[config.mk]
export PLATFORM = sky130hd
export DESIGN_NAME = contention_resolver
export DESIGN_NICKNAME = d
export VERILOG_FILES = /design/src/rtl/cr_pkg.sv /design/src/rtl/cr_timer.sv /design/src/rtl/cr_window.sv /design/src/rtl/cr_fsm.sv /design/src/rtl/contention_resolver.sv
export SDC_FILE = /design/constraint.sdc
export NUM_CORES = 1
export LEC_CHECK = 0
export BUFFER_PORTS_ARGS = -buffer_cell sky130_fd_sc_hd__buf_2
export CAP_MARGIN = 20
export CORE_MARGIN = 2
export CORE_UTILIZATION = 56
export CTS_CLUSTER_DIAMETER = 30
export DETAILED_ROUTE_END_ITERATION = 10
export PLACE_DENSITY = 0.85
export SYNTH_ARGS = -nofsm -noshare
export SYNTH_HDL_FRONTEND = slang
export SYNTH_SLANG_ARGS = --single-unit
export TNS_END_PERCENT = 5
[constraint.sdc]
create_clock -name clk -period 2.2 [get_ports clk]
set_input_delay 0 -clock clk [delete_from_list [all_inputs] [get_ports clk]]
set_output_delay 0 -clock clk [all_outputs]
set_load 0.05 [all_outputs]
[src/rtl/cr_pkg.sv]
package cr_pkg;
  typedef enum logic [3:0] {
    ST_CONTEND     = 4'd0,
    ST_PEER_IDLE   = 4'd1,
    ST_WREQ_FAST   = 4'd2,
    ST_WREQ_SLOW   = 4'd3,
    ST_WIDLE_FAST  = 4'd4,
    ST_WIDLE_SLOW  = 4'd5,
    ST_REQ_SENT    = 4'd6,
    ST_ROOT        = 4'd7,
    ST_CHILD       = 4'd8
  } cr_state_e;
endpackage

[src/rtl/cr_timer.sv]
module cr_timer #(
  parameter int SAT = 168,
  localparam int TW = $clog2(SAT + 1)
) (
  input  logic          clk,
  input  logic          rst_n,
  input  logic          clr,
  input  logic          tick,
  output logic [TW-1:0] value
);
  localparam logic [TW-1:0] SAT_W = TW'(SAT);

  always_ff @(posedge clk) begin
    if (!rst_n || clr)
      value <= '0;
    else if (tick && value < SAT_W)
      value <= value + 1'b1;
  end
endmodule

[src/rtl/cr_window.sv]
module cr_window #(
  parameter int FAST_MIN = 76,
  parameter int FAST_MAX = 85,
  parameter int SLOW_MIN = 159,
  parameter int SLOW_MAX = 167,
  parameter int TW       = 8
) (
  input  logic [TW-1:0] tmr,
  input  logic          sel_fast,
  output logic          at_min,
  output logic          at_max
);
  localparam logic [TW-1:0] FMIN = TW'(FAST_MIN);
  localparam logic [TW-1:0] FMAX = TW'(FAST_MAX);
  localparam logic [TW-1:0] SMIN = TW'(SLOW_MIN);
  localparam logic [TW-1:0] SMAX = TW'(SLOW_MAX);

  always_comb begin
    at_min = sel_fast ? (tmr >= FMIN) : (tmr >= SMIN);
    at_max = sel_fast ? (tmr >= FMAX) : (tmr >= SMAX);
  end
endmodule

[src/rtl/cr_fsm.sv]
module cr_fsm
  import cr_pkg::*;
(
  input  logic      clk,
  input  logic      rst_n,
  input  logic      rx_req,
  input  logic      rx_ack,
  input  logic      rx_idle,
  input  logic      coin_fast,
  input  logic      at_min,
  input  logic      at_max,
  output cr_state_e st,
  output logic      sel_fast,
  output logic      waiting,
  output logic      tmr_clr,
  output logic      tx_req,
  output logic      tx_ack,
  output logic      tx_idle
);
  cr_state_e st_n;
  logic      snd_req, snd_ack, snd_idle;

  always_comb begin
    sel_fast = (st == ST_WREQ_FAST) || (st == ST_WIDLE_FAST);
    waiting  = (st == ST_WREQ_FAST) || (st == ST_WREQ_SLOW) ||
               (st == ST_WIDLE_FAST) || (st == ST_WIDLE_SLOW);
  end

  always_comb begin
    st_n     = st;
    snd_req  = 1'b0;
    snd_ack  = 1'b0;
    snd_idle = 1'b0;
    tmr_clr  = 1'b0;
    unique case (st)
      ST_CONTEND: begin
        if (rx_idle) begin
          st_n = ST_PEER_IDLE;
        end else begin
          st_n     = coin_fast ? ST_WREQ_FAST : ST_WREQ_SLOW;
          snd_idle = 1'b1;
          tmr_clr  = 1'b1;
        end
      end
      ST_PEER_IDLE: begin
        if (rx_req) begin
          st_n = ST_CONTEND;
        end else begin
          st_n     = coin_fast ? ST_WIDLE_FAST : ST_WIDLE_SLOW;
          snd_idle = 1'b1;
          tmr_clr  = 1'b1;
        end
      end
      ST_WREQ_FAST, ST_WREQ_SLOW: begin
        if (at_max || (!rx_idle && at_min)) begin
          st_n    = ST_ROOT;
          snd_ack = 1'b1;
          tmr_clr = 1'b1;
        end else if (rx_idle) begin
          st_n = sel_fast ? ST_WIDLE_FAST : ST_WIDLE_SLOW;
        end
      end
      ST_WIDLE_FAST, ST_WIDLE_SLOW: begin
        if (at_max || (!rx_req && at_min)) begin
          st_n    = ST_REQ_SENT;
          snd_req = 1'b1;
          tmr_clr = 1'b1;
        end else if (rx_req) begin
          st_n = sel_fast ? ST_WREQ_FAST : ST_WREQ_SLOW;
        end
      end
      ST_REQ_SENT: begin
        if (rx_req)
          st_n = ST_CONTEND;
        else if (rx_ack)
          st_n = ST_CHILD;
      end
      ST_ROOT, ST_CHILD: st_n = st;
      default: st_n = ST_CONTEND;
    endcase
  end

  always_ff @(posedge clk) begin
    if (!rst_n) begin
      st      <= ST_CONTEND;
      tx_req  <= 1'b0;
      tx_ack  <= 1'b0;
      tx_idle <= 1'b0;
    end else begin
      st      <= st_n;
      tx_req  <= snd_req;
      tx_ack  <= snd_ack;
      tx_idle <= snd_idle;
    end
  end
endmodule

[src/rtl/contention_resolver.sv]
module contention_resolver
  import cr_pkg::*;
#(
  parameter int FAST_MIN = 76,
  parameter int FAST_MAX = 85,
  parameter int SLOW_MIN = 159,
  parameter int SLOW_MAX = 167,
  localparam int SAT = SLOW_MAX + 1,
  localparam int TW  = $clog2(SAT + 1)
) (
  input  logic clk,
  input  logic rst_n,
  input  logic rx_req,
  input  logic rx_ack,
  input  logic rx_idle,
  input  logic tick,
  input  logic coin_fast,
  output logic tx_req,
  output logic tx_ack,
  output logic tx_idle,
  output logic is_root,
  output logic is_child
);
  cr_state_e      st;
  logic [TW-1:0]  tmr;
  logic           tmr_clr, sel_fast, waiting, at_min, at_max;

  cr_timer #(.SAT(SAT)) u_timer (
    .clk(clk), .rst_n(rst_n), .clr(tmr_clr), .tick(tick), .value(tmr)
  );

  cr_window #(
    .FAST_MIN(FAST_MIN), .FAST_MAX(FAST_MAX),
    .SLOW_MIN(SLOW_MIN), .SLOW_MAX(SLOW_MAX), .TW(TW)
  ) u_window (
    .tmr(tmr), .sel_fast(sel_fast), .at_min(at_min), .at_max(at_max)
  );

  cr_fsm u_fsm (
    .clk(clk), .rst_n(rst_n),
    .rx_req(rx_req), .rx_ack(rx_ack), .rx_idle(rx_idle),
    .coin_fast(coin_fast), .at_min(at_min), .at_max(at_max),
    .st(st), .sel_fast(sel_fast), .waiting(waiting), .tmr_clr(tmr_clr),
    .tx_req(tx_req), .tx_ack(tx_ack), .tx_idle(tx_idle)
  );

  assign is_root  = (st == ST_ROOT);
  assign is_child = (st == ST_CHILD);
endmodule

Yosys cells after proc, flatten, opt, wreduce, memory -nomap -nowiden
Index checks and enable logic that the tools add are counted.
{"block": "word_totals", "inputBits": 7, "regBits": 15, "output_inout_bits": 5, "wordCells": 61}
{"block": "classes", "add_sub_neg": 1, "eq_ne": 11, "mux": 21, "n_lt_le_gt_ge": 5, "n_reduce_logical": 17, "n_bitwise": 1}
{"op": "4-bit two-way mux", "count": 8}
{"op": "4-bit one-hot mux with 6 select lines", "count": 1}
{"op": "4-bit by 3-bit equality test with 1-bit output (second input constant)", "count": 4}
{"op": "8-bit by 7-bit >= comparator with 1-bit output (second input constant)", "count": 2}
{"op": "8-bit >= comparator (second input constant)", "count": 2}
{"op": "1-bit two-way mux", "count": 10}
{"op": "8-bit by 1-bit adder with 8-bit output (second input constant)", "count": 1}
{"op": "4-bit by 2-bit equality test with 1-bit output (second input constant)", "count": 2}
{"op": "8-bit less-than comparator (second input constant)", "count": 1}
{"op": "3-bit by 2-bit != test with 1-bit output (second input constant)", "count": 2}
{"op": "2-bit OR reduction", "count": 3}
{"op": "4-bit by 1-bit equality test with 1-bit output (second input constant)", "count": 1}
{"op": "4-bit equality test (second input constant)", "count": 1}
{"op": "4-bit logical NOT", "count": 1}
{"op": "1-bit logical OR", "count": 4}
{"op": "1-bit one-hot mux with 4 select lines", "count": 1}
{"op": "2-bit AND reduction", "count": 2}
{"op": "4-bit AND reduction", "count": 1}
{"op": "1-bit logical AND", "count": 3}
{"op": "1-bit logical NOT", "count": 3}
{"op": "3-bit != test (second input constant)", "count": 1}
{"op": "1-bit one-hot mux with 2 select lines", "count": 1}
{"op": "1-bit inverter", "count": 1}

Depth between registers and ports, before layout
Gate-level depths: netlist of the first run.
{"block": "logic_depth", "ltp_word": 8, "ltp_mapped": 8, "ltp_nobuf": 8}

Modules after synthesis
Synthesis of the first run repeated with hierarchy kept, for this count alone.
{"block": "unflattened", "hier_cells": 124, "area_unflattened_um2": 1066.0}
{"module": "cr_fsm", "seq_area_each_um2": 140.1, "area_each_um2": 535.5, "n_inst": 1, "cells_per_inst": 62}
{"module": "cr_timer", "seq_area_each_um2": 160.2, "area_each_um2": 416.6, "n_inst": 1, "cells_per_inst": 47}
{"module": "cr_window", "seq_area_each_um2": 0.0, "area_each_um2": 88.8, "n_inst": 1, "cells_per_inst": 13}
{"module": "contention_resolver", "seq_area_each_um2": 0.0, "area_each_um2": 25.0, "n_inst": 1, "cells_per_inst": 2}

Worst setup path after synthesis of the first run
OpenSTA, ideal clock, no wires.
{"block": "synth_timing", "kind": "register -> register", "from": "register u_fsm.st[3]", "to": "register u_fsm.st[0]", "path_stages_with_launch": 8, "slack_ns": -0.019, "setup_time_ns": 0.117, "n_path_buf": 1, "arrival_ns": 2.102, "period_less_slack_ns": 2.219, "t_required_ns": 2.083, "path_cell_list": "dfxtp_1 > buf_2 > or3b_2 > nor2_1 > a21oi_1 > nand2_1 > nor3_1 > a22o_1"}
{"block": "synth_between", "word_cells_on_any_way": 31, "classes_between": "eq/ne: 11; mux: 9; bitwise: 1; reduce/logical: 10"}
{"element": "start, declared", "line_no": "cr_fsm.sv:12", "source": "output cr_state_e st,"}
{"element": "start signal, assigned", "line_no": "cr_fsm.sv:90", "source": "st <= st_n;"}
{"element": "4-bit equality test *"}
{"element": "named net is_child", "line_no": "contention_resolver.sv:22", "source": "output logic is_child"}
{"element": "2-bit OR reduction *", "line_no": "cr_fsm.sv:35", "source": "unique case (st)"}
{"element": "branches (longest 2 deep; another with 4-bit one-hot mux with 6 select lines)"}
Mark *: on every way through the listed nets, which the timed path passes. The select of a mux whose other input is x is not followed.
A chain may end at the register's enable or synchronous reset.

Worst setup path in the final report of the first run
{"block": "layout_timing", "from": "register u_fsm.st[3]", "to": "register u_fsm.st[3]"}
{"block": "layout_between", "elab_chain_len": 7, "word_cells_on_any_way": 27, "classes_between": "eq/ne: 11; mux: 5; bitwise: 1; reduce/logical: 10"}
{"element": "4-bit by 2-bit equality test with 1-bit output / 4-bit by 3-bit equality test with 1-bit output (equally long branches)"}
{"element": "1-bit logical OR", "line_no": "cr_fsm.sv:24", "source": "sel_fast = (st == ST_WREQ_FAST) || (st == ST_WIDLE_FAST);"}
{"element": "1-bit two-way mux", "line_no": "cr_window.sv:19", "source": "at_min = sel_fast ? (tmr >= FMIN) : (tmr >= SMIN);"}
{"element": "1-bit logical AND (on tied branches)", "line_no": "cr_fsm.sv:64, cr_fsm.sv:55"}
{"element": "1-bit logical OR (on tied branches)", "line_no": "cr_fsm.sv:64, cr_fsm.sv:55"}
{"element": "4-bit two-way mux (tied with other cells)", "line_no": "cr_fsm.sv:64", "source": "if (at_max || (!rx_req && at_min)) begin"}
{"element": "4-bit one-hot mux with 6 select lines / 4-bit AND reduction (equally long branches)"}
Parallel ways exist; a longest one is shown, timed or not.

==> metrics, run 1 <==
CTS tree=built; Setup crit start kind=register; final hold vios=0; drt total wl=2.39 mm; # rows=15; largest family of logic cells by synthesized area=simple AND/OR/NAND/NOR gates; die height=46.3 µm; Pwr per Cell Area=894 nW/µm²; Syn Nets=138; FMAX=0.469 GHz; YS warnings=0; maximum clock insertion buffer count=2; CTS clk-pin slew, worst paths=0.09 ns; status=finished clean; cell taking the most area after synthesis=dfxtp_1; Avg Inst Size Synth=7.87 µm²; max_cap viols=0; Initial Utilization=0.585; Final period util=0.970; post-synthesis adder-cell area fraction=0.0501; largest net degree at the start of global routing=14; async set or reset register ratio after synthesis=0; Ant. Diodes=0; CP max FO=5; clock skew=0.00843 ns; area overhead of the layout relative to synthesis=15.5%; WL/cell=14.4 µm; post-synthesis mux area share=0.0100; worst hold-check path type=input port to register; cell area after layout=1150 µm²; headroom to the max-slew limit=0.660; leakage power=0.465 nW; CTS Buf Count=3; post-DP HPWL=1.73 mm; initial antenna violation count=0; XOR/XNOR share of the synthesized area=0.0688; DRC=0; H-tree levels=1; sequential area share after synthesis=0.300; dpl cells=161; Die Area=2140 µm²; core area=1710 µm²; Slew Limit Fails=0; share of layout cells above drive strength 1=0.213; global-route wire length before repair=3.75 mm; area of the multi-input gates=679 µm²; Mapped Cells=127; Synth Area in Compound Gates=0.207; DR vias/cell=6.19; I/O pins=12; Max VDD drop=425 µV; most instantiated library cell after synthesis=nor2_1; Tmin final=2.13 ns; Synth Flop Type=dfxtp_1; Post-synth EDFFs=0; antenna-violating nets left=0; setup ws final=0.0663 ns; Placement Cell Area=1090 µm²; postcts setup bufs=0; GR Util All Layers=0.244; clk_lat worst skew=0.28 ns; top cell type's share of synthesized area=0.300; count of cell types in the netlist=39; unrepaired setup endpoints after global routing=true; PortBufs=11; routed vias=1028; crit path kind=register to register; fillers=135; DR pass1 iterations=4; Placer Congestion=0.921; simple-gate share of the synthesized area=0.318; Arrival @ worst endpoint=2.34 ns; drt initial violations=54; Mapped Area=1000 µm²; worst slack at placement=0.0586 ns; Critical Path End Type=register; grt total ovfl=0; synthesized flop and latch total=15; clock sink count=15; FF+latch area=300 µm²; Tot Pwr=1.03 mW; NumNets Final=153; Synth top cells by count=nor2_1 (19), dfxtp_1 (15), nand2_1 (11); Worst Path Required=2.40 ns; top cells by area, synth=dfxtp_1 (30%), nor2_1 (7.1%), ha_1 (5.0%); worst-margin pin slew=0.509 ns; Non-Filler Instances=166; CTS Root Cell=clkbuf_4; die width=46.3 µm; vias in the first global route=841; Final setup viols=0
layout by cell type (no fill, tap or decap), drive strengths merged, types with 4 or more instances in the layout:
cell,n
nor2,19
buf,16
dfxtp,15
nand2,11
nand3,8
nor3,8
inv,4
a21oi,4
o22ai,4
xnor2,4
ha,4
clkbuf,4
worst max-delay path, stage by stage, from the launching register on:
cell and delay [ns]:
dfxtp_1 0.32, nor2_1 0.41, a41oi_2 0.29, o211ai_2 0.24, nand2_1 0.11, or4_1 0.45
a211oi_2 0.24
kinds of logic (layout without fill, tap and decap cells):
group | after synthesis | after routing
DFF | 15 | 15
muxes | 1 | 1
AOI/OAI and AO/OA | 26 | 26
xor gates and xnor gates | 7 | 7
and+or+nand+nor | 63 | 63
buffers and inverters | 11 | 25
adders and majority gates | 4 | 4
power breakdown:
group / total (mW) / internal, mW / switching (mW)
sequential: 0.336 / 0.309 / 0.0271
clock: 0.159 / 0.0704 / 0.0882
combinational: 0.537 / 0.217 / 0.321
registers in the layout (all words and copies together), names as in the netlist:
signal	cells
u_fsm.tx_ack	1
u_fsm.st	4
u_fsm.tx_idle	1
u_fsm.tx_req	1
u_timer.value	8
timing repair:
| action | CTS | global route |
|---|---|---|
| setup endpoints to repair | 0 | 11 |
| endpoints found under the hold margin | 1 | 0 |
| resized for setup | 0 | 3 |
| hold buffers | 1 | 0 |
routing by layer:
layer | routed length (µm) | track usage | share of wire | up-vias
li1 | - | - | - | 482
met1 | 1060 | 0.327 | 0.45 | 479
met2 | 1110 | 0.375 | 0.46 | 58
met3 | 159 | 0.0627 | 0.067 | 9
met4 | 57 | 0.0857 | 0.024 | 0
met5 | 0 | 0 | 0 | -
final cells by class:
class | count | share of cell area
clock buffer | 4 | 0.0228
inverter | 4 | 0.0130
multi-input combinational | 101 | 0.588
sequential | 15 | 0.260
tap | 25 | 0.0271
timing repair buffer | 17 | 0.0888
through the flow:
stage	hold slack [ns]	util	setup TNS [ns]
after floorplan	0.114	-	0
after global placement	0.271	0.641	0
after detailed placement	0.271	0.641	0
after CTS	0.0932	0.662	0
after global routing	0.113	0.676	-0.0821
final	0.0799	0.676	0
final timing paths:
| kind | start | to | slack [ns] | cells after the start |
|---|---|---|---|---|
| worst max-delay path | u_fsm.st[3] | u_fsm.st[3] | 0.07 | 6 |
| worst min-delay path | tick | u_timer.value[2] | 0.08 | 4 |
| worst max register to register | u_fsm.st[3] | u_fsm.st[3] | 0.07 | 6 |
| worst min register to register | u_timer.value[1] | u_timer.value[1] | 0.58 | 2 |
Note: power is estimated with default switching activity, not from simulation.
==> run 2: changes to the inputs <==
Settings changed: CORE_UTILIZATION 56 to 60, CTS_CLUSTER_DIAMETER 30 to 80, PLACE_DENSITY 0.85 to 0.9.
Clock period 2.2 ns to 2.58 ns, I/O delays scaled along.
==> metrics, run 2 (synthesized netlist as in run 1, its figures left out) <==
routed vias=978; max_cap viols=0; Reg power frac=0.405; DRC=0; final core area utilization=0.701; worst-margin pin slew=0.571 ns; slowest CP cell=dfxtp_1; core area=1540 µm²; largest registers=u_timer.value: 8 flops, u_fsm.st: 4 flops; area of the multi-input gates=653 µm²; worst hold start=tick; CTS tree=built; die height=44.8 µm; switching share of power=0.441; unrepaired setup endpoints after global routing=false; Arrival @ worst endpoint=2.54 ns; WL/cell=15.2 µm; post-DP HPWL=1.60 mm; hold depth=4; largest net degree at the start of global routing=15; Reg2Reg Depth=6; CTS Buf Count=3; Placement Cell Area=1040 µm²; drt initial violations=63; crit path kind=register to register; grt total ovfl=0; worst reg2reg setup slack=0.23 ns; Worst R2R Start=u_fsm.st[1]; Setup crit start kind=register; combinational fraction of design power=0.424; Placer Congestion=0.905; Tmin final=2.35 ns; Reg with most FFs=u_timer.value; FF+latch area=300 µm²; clock share of power=0.171; FMAX=0.426 GHz; NumNets Final=148; H-tree levels=1; antenna-violating nets left=0; Critical Path End Type=register; clk_lat worst skew=0.29 ns; setup ws final=0.231 ns; max reg flops=8; Slew Limit Fails=0; Max VDD drop=535 µV; Pwr per Cell Area=771 nW/µm²; PortBufs=11; die width=44.8 µm; cell area after layout=1080 µm²; CTS clk-pin slew, worst paths=0.10 ns; final hold vios=0; initial antenna violation count=0; Die Area=2010 µm²; internal power=466 µW; # rows=14; fillers=125; Endpoint, Worst Hold=u_timer.value[2]; crit path cell chain=xor2_2, a2111oi_2, nor3_1, nor4b_1, o41ai_1, a22o_1; DR vias/cell=6.43; CP max FO=14; Worst Path Buf+Inv=0; status=finished clean; DR pass1 iterations=6; GR Util All Layers=0.268; Final setup viols=0; clock skew=0.00335 ns; worst hold-check path type=input port to register; clock sink count=15; headroom to the max-slew limit=0.619; vias in the first global route=917; area overhead of the layout relative to synthesis=8.14%; Final period util=0.910; cell family with most CP delay=compound AO/OA/AOI/OAI gates; Worst Path Required=2.77 ns; drt total wl=2.31 mm; postcts setup bufs=0; share of layout cells above drive strength 1=0.169; critical path's largest stage delay=0.62 ns; CTS Root Cell=clkbuf_4; commonest non-fill, non-tap cell in the layout=nor2_1; worst slack at placement=0.360 ns; most frequent cells in the layout=nor2_1 (19), dfxtp_1 (15), nand2_1 (11), buf_2 (11); I/O pins=12; reg2reg end=u_fsm.st[0]; Initial Utilization=0.649; maximum clock insertion buffer count=2; global-route wire length before repair=4.00 mm; Sw Pwr=367 µW; Ant. Diodes=0; Non-Filler Instances=152; total negative slack=0 ns; dpl cells=147; leakage power=0.431 nW
==> run 2: layer usage <==
metal  track usage  routed length, µm  up-vias
met5             0                  0        -
met4         0.106                 17        0
met3        0.0560                229        4
met2         0.394               1050       71
met1         0.384               1010      434
li1              -                  -      469
==> run 2: worst max path at each step <==
stage / from / end / slack, ns / depth (start not counted)
finish: u_fsm.st[1] / u_fsm.st[0] / 0.23 / 6
CTS: u_fsm.st[1] / u_fsm.st[0] / 0.25 / 6
detailed placement: u_fsm.st[1] / u_timer.value[6] / 0.36 / 6
global route: u_fsm.st[1] / u_fsm.st[0] / 0.07 / 6
floorplan: u_fsm.st[3] / u_fsm.st[0] / 0.36 / 7
global placement: u_fsm.st[2] / u_timer.value[1] / 0.48 / 6
==> run 2: power by group through the flow <==
stage / Clock [mW] / Sequential (mW) / Combinational, mW
2_1_floorplan: 0 / 0.307 / 0.306
3_3_place_gp: 0 / 0.334 / 0.323
3_5_place_dp: 0 / 0.339 / 0.335
4_1_cts: 0.144 / 0.334 / 0.348
5_1_grt: 0.152 / 0.346 / 0.394
6_report: 0.142 / 0.338 / 0.353
==> run 2: area by class of cell <==
type | instances | share of cell area
Clock inverter | 1 | 0.00463
Clock buffer | 3 | 0.0208
Tap cell | 16 | 0.0185
Multi-Input combinational cell | 101 | 0.604
Sequential cell | 15 | 0.278
Inverter | 4 | 0.0139
Timing Repair Buffer | 12 | 0.0602
==> run 2: stage by stage <==
stage | hold WS (ns) | total power [mW]
detailed placement | 0.269 | 0.675
finish | 0.0691 | 0.833
CTS | 0.0633 | 0.826
global placement | 0.266 | 0.657
floorplan | 0.114 | 0.614
global route | 0.114 | 0.892
==> run 2: worst reg2reg max path, stage by stage, from the launching register on <==
cell and delay [ns]:
dfxtp_1 0.62, xor2_2 0.20, a2111oi_2 0.53, nor3_1 0.16
nor4b_1 0.36, o41ai_1 0.14, a22o_1 0.24
==> run 2: repair_timing <==
item,in CTS,in global routing
resized for setup,0,0
endpoints found under the hold margin,1,0
hold buffers,1,0
==> run 3: changes to the inputs <==
Settings changed: ABC_AREA from default to 1, CORE_UTILIZATION 60 to 61, HOLD_SLACK_MARGIN from default to 0.02, PLACE_DENSITY 0.9 to 0.91.
==> metrics, run 3 <==
status=finished clean; Syn Nets=167; clock skew=0.00138 ns; vias in the first global route=935; crit path cell chain=inv_1, ha_1, inv_1, nand2_1, nand2_1, nand2_1, nand2_1, nand2_1, o21ai_4, nand2_1, nand2_2, nand4_4, nor3b_2; PortBufs=11; Hold-fix buffers, CTS=0; sequential area share after synthesis=0.288; Arrival @ worst endpoint=2.06 ns; # rows=14; Avg Inst Size Synth=6.69 µm²; post-synthesis mux area share=0; crit path kind=register to register; Synth Area in Compound Gates=0.0791; largest registers=u_timer.value: 8 flops, u_fsm.st: 4 flops; simple-gate share of the synthesized area=0.496; top cells by area, synth=dfxtp_1 (29%), nand2_1 (13%), nor2_1 (9.0%); Pwr per Cell Area=847 nW/µm²; reg2reg end=u_timer.value[2]; unrepaired setup endpoints after global routing=false; Endpoint, Worst Hold=u_timer.value[1]; drt initial violations=70; WL/cell=12.8 µm; most frequent cells in the layout=nand2_1 (36), nor2_1 (25), inv_1 (15), dfxtp_1 (15), nand3_1 (13); most instantiated library cell after synthesis=nand2_1; worst-margin pin slew=0.333 ns; die width=45.4 µm; DR vias/cell=5.84; Final setup viols=0; Max VDD drop=647 µV; routed vias=1093; Critical Path End Type=register; Non-Filler Instances=187; leakage power=0.567 nW; H-tree levels=1; grt total ovfl=0; final hold vios=0; fillers=120; async set or reset register ratio after synthesis=0; Mapped Cells=156; commonest non-fill, non-tap cell in the layout=nand2_1; total negative slack=0 ns; area overhead of the layout relative to synthesis=9.71%; Tmin final=1.84 ns; headroom to the max-slew limit=0.776; maximum clock insertion buffer count=2; CTS Buf Count=3; share of layout cells above drive strength 1=0.228; top cell type's share of synthesized area=0.288; DRC=0; CTS tree=built; antenna-violating nets left=0; CTS clk-pin slew, worst paths=0.09 ns; core area=1560 µm²; cell area after layout=1140 µm²; NumNets Final=183; Crit path top cell by count=nand2_1; global-route wire length before repair=4.00 mm; Final period util=0.713; Reg with most FFs=u_timer.value; max_cap viols=0; clock sink count=15; worst hold start=tick; Worst R2R Start=u_timer.value[1]; Reg2Reg Depth=13; cell family with most CP delay=simple AND/OR/NAND/NOR gates; FMAX=0.544 GHz; Post-synth EDFFs=0; hold depth=3; worst reg2reg setup slack=0.74 ns; Worst Path Required=2.80 ns; CP max FO=8; count of cell types in the netlist=25; die height=45.4 µm; Placer Congestion=0.947; cell taking the most area after synthesis=dfxtp_1; Synth Flop Type=dfxtp_1; Slew Limit Fails=0; largest net degree at the start of global routing=9; Setup crit start kind=register; post-synthesis adder-cell area fraction=0.0480; drt total wl=2.39 mm; Worst Path Buf+Inv=2; post-DP HPWL=1.84 mm; synthesized flop and latch total=15; postcts setup bufs=0; DR pass1 iterations=4; max reg flops=8; Ant. Diodes=0; Mapped Area=1040 µm²; XOR/XNOR share of the synthesized area=0.0168; Die Area=2060 µm²; clk_lat worst skew=0.29 ns; CTS Root Cell=clkbuf_4; YS warnings=0; GR Util All Layers=0.270; Synth top cells by count=nand2_1 (36), nor2_1 (25), dfxtp_1 (15), inv_1 (15), nand3_1 (13); I/O pins=12; dpl cells=183; Initial Utilization=0.669; Placement Cell Area=1120 µm²; worst hold-check path type=input port to register; post-CTS sizing=0; critical path's largest stage delay=0.38 ns; largest family of logic cells by synthesized area=simple AND/OR/NAND/NOR gates; slowest CP cell=dfxtp_1; initial antenna violation count=0
run 3: cell types whose count changed after synthesis, moves of 4 or more:
| cell | before | now |
|---|---|---|
| xnor2_1 | 4 | 0 |
| nand2_1 | 11 | 36 |
| inv_2 | 0 | 5 |
| nor2_1 | 19 | 25 |
| inv_1 | 4 | 15 |
| nor3_1 | 8 | 3 |
| nand2_2 | 0 | 6 |
| nand4_1 | 0 | 4 |
| nand3_1 | 8 | 13 |
| buf_2 | 4 | 0 |
| o22ai_1 | 4 | 0 |
run 3: cells by family after synthesis:
group / count (synthesis)
simple gates: 102
buf+inv: 20
flops: 15
compound gates: 13
fa+ha+maj: 4
xor+xnor: 2
run 3: final cells by class:
cell class / instances / area [µm²] / area share
Timing Repair Buffer: 11 / 55.1 / 0.0481
Multi-Input combinational cell: 121 / 668 / 0.584
Inverter: 20 / 75.1 / 0.0656
Tap cell: 16 / 20.0 / 0.0175
Sequential cell: 15 / 300 / 0.262
Clock buffer: 4 / 26.3 / 0.0230
run 3: per-layer routing:
metal,GRT usage,share of wire,vias up
met5,0,0,-
met4,0.147,0.043,0
met3,0.0400,0.081,15
met2,0.440,0.45,68
met1,0.339,0.42,474
li1,-,-,536
run 3: through the flow:
| stage | util | total power [mW] | worst slack [ns] | hold WS [ns] |
|---|---|---|---|---|
| global route | 0.734 | 1.04 | 0.620 | 0.0273 |
| CTS | 0.734 | 0.956 | 0.756 | 0.0260 |
| finish | 0.734 | 0.970 | 0.740 | 0.0246 |
| detailed placement | 0.717 | 0.813 | 0.776 | 0.332 |
| global placement | 0.717 | 0.792 | 0.919 | 0.301 |
| floorplan | - | 0.716 | 0.287 | 0.172 |
run 3: worst max-delay path by stage:
stage	endpoint	start	depth (start not counted)	slack, ns
floorplan	u_fsm.st[3]	u_fsm.st[1]	7	0.29
global placement	u_fsm.st[3]	u_timer.value[1]	14	0.92
detailed placement	u_timer.value[2]	u_timer.value[1]	13	0.78
CTS	u_timer.value[2]	u_timer.value[1]	13	0.76
global route	u_fsm.st[3]	u_timer.value[1]	14	0.62
finish	u_timer.value[2]	u_timer.value[1]	13	0.74
run 3: worst min-delay path, cell delays in order:
cell and delay, ns:
buf_2 0.11, nand4_1 0.09, a21oi_1 0.07
run 3: power by group:
| part | switching (mW) | leakage [nW] | total, mW | internal (mW) |
|---|---|---|---|---|
| registers | 0.0427 | 0.122 | 0.311 | 0.268 |
| clock network | 0.0788 | 0.0150 | 0.139 | 0.0601 |
| logic | 0.352 | 0.431 | 0.520 | 0.168 |
| total | 0.473 | 0.567 | 0.970 | 0.496 |
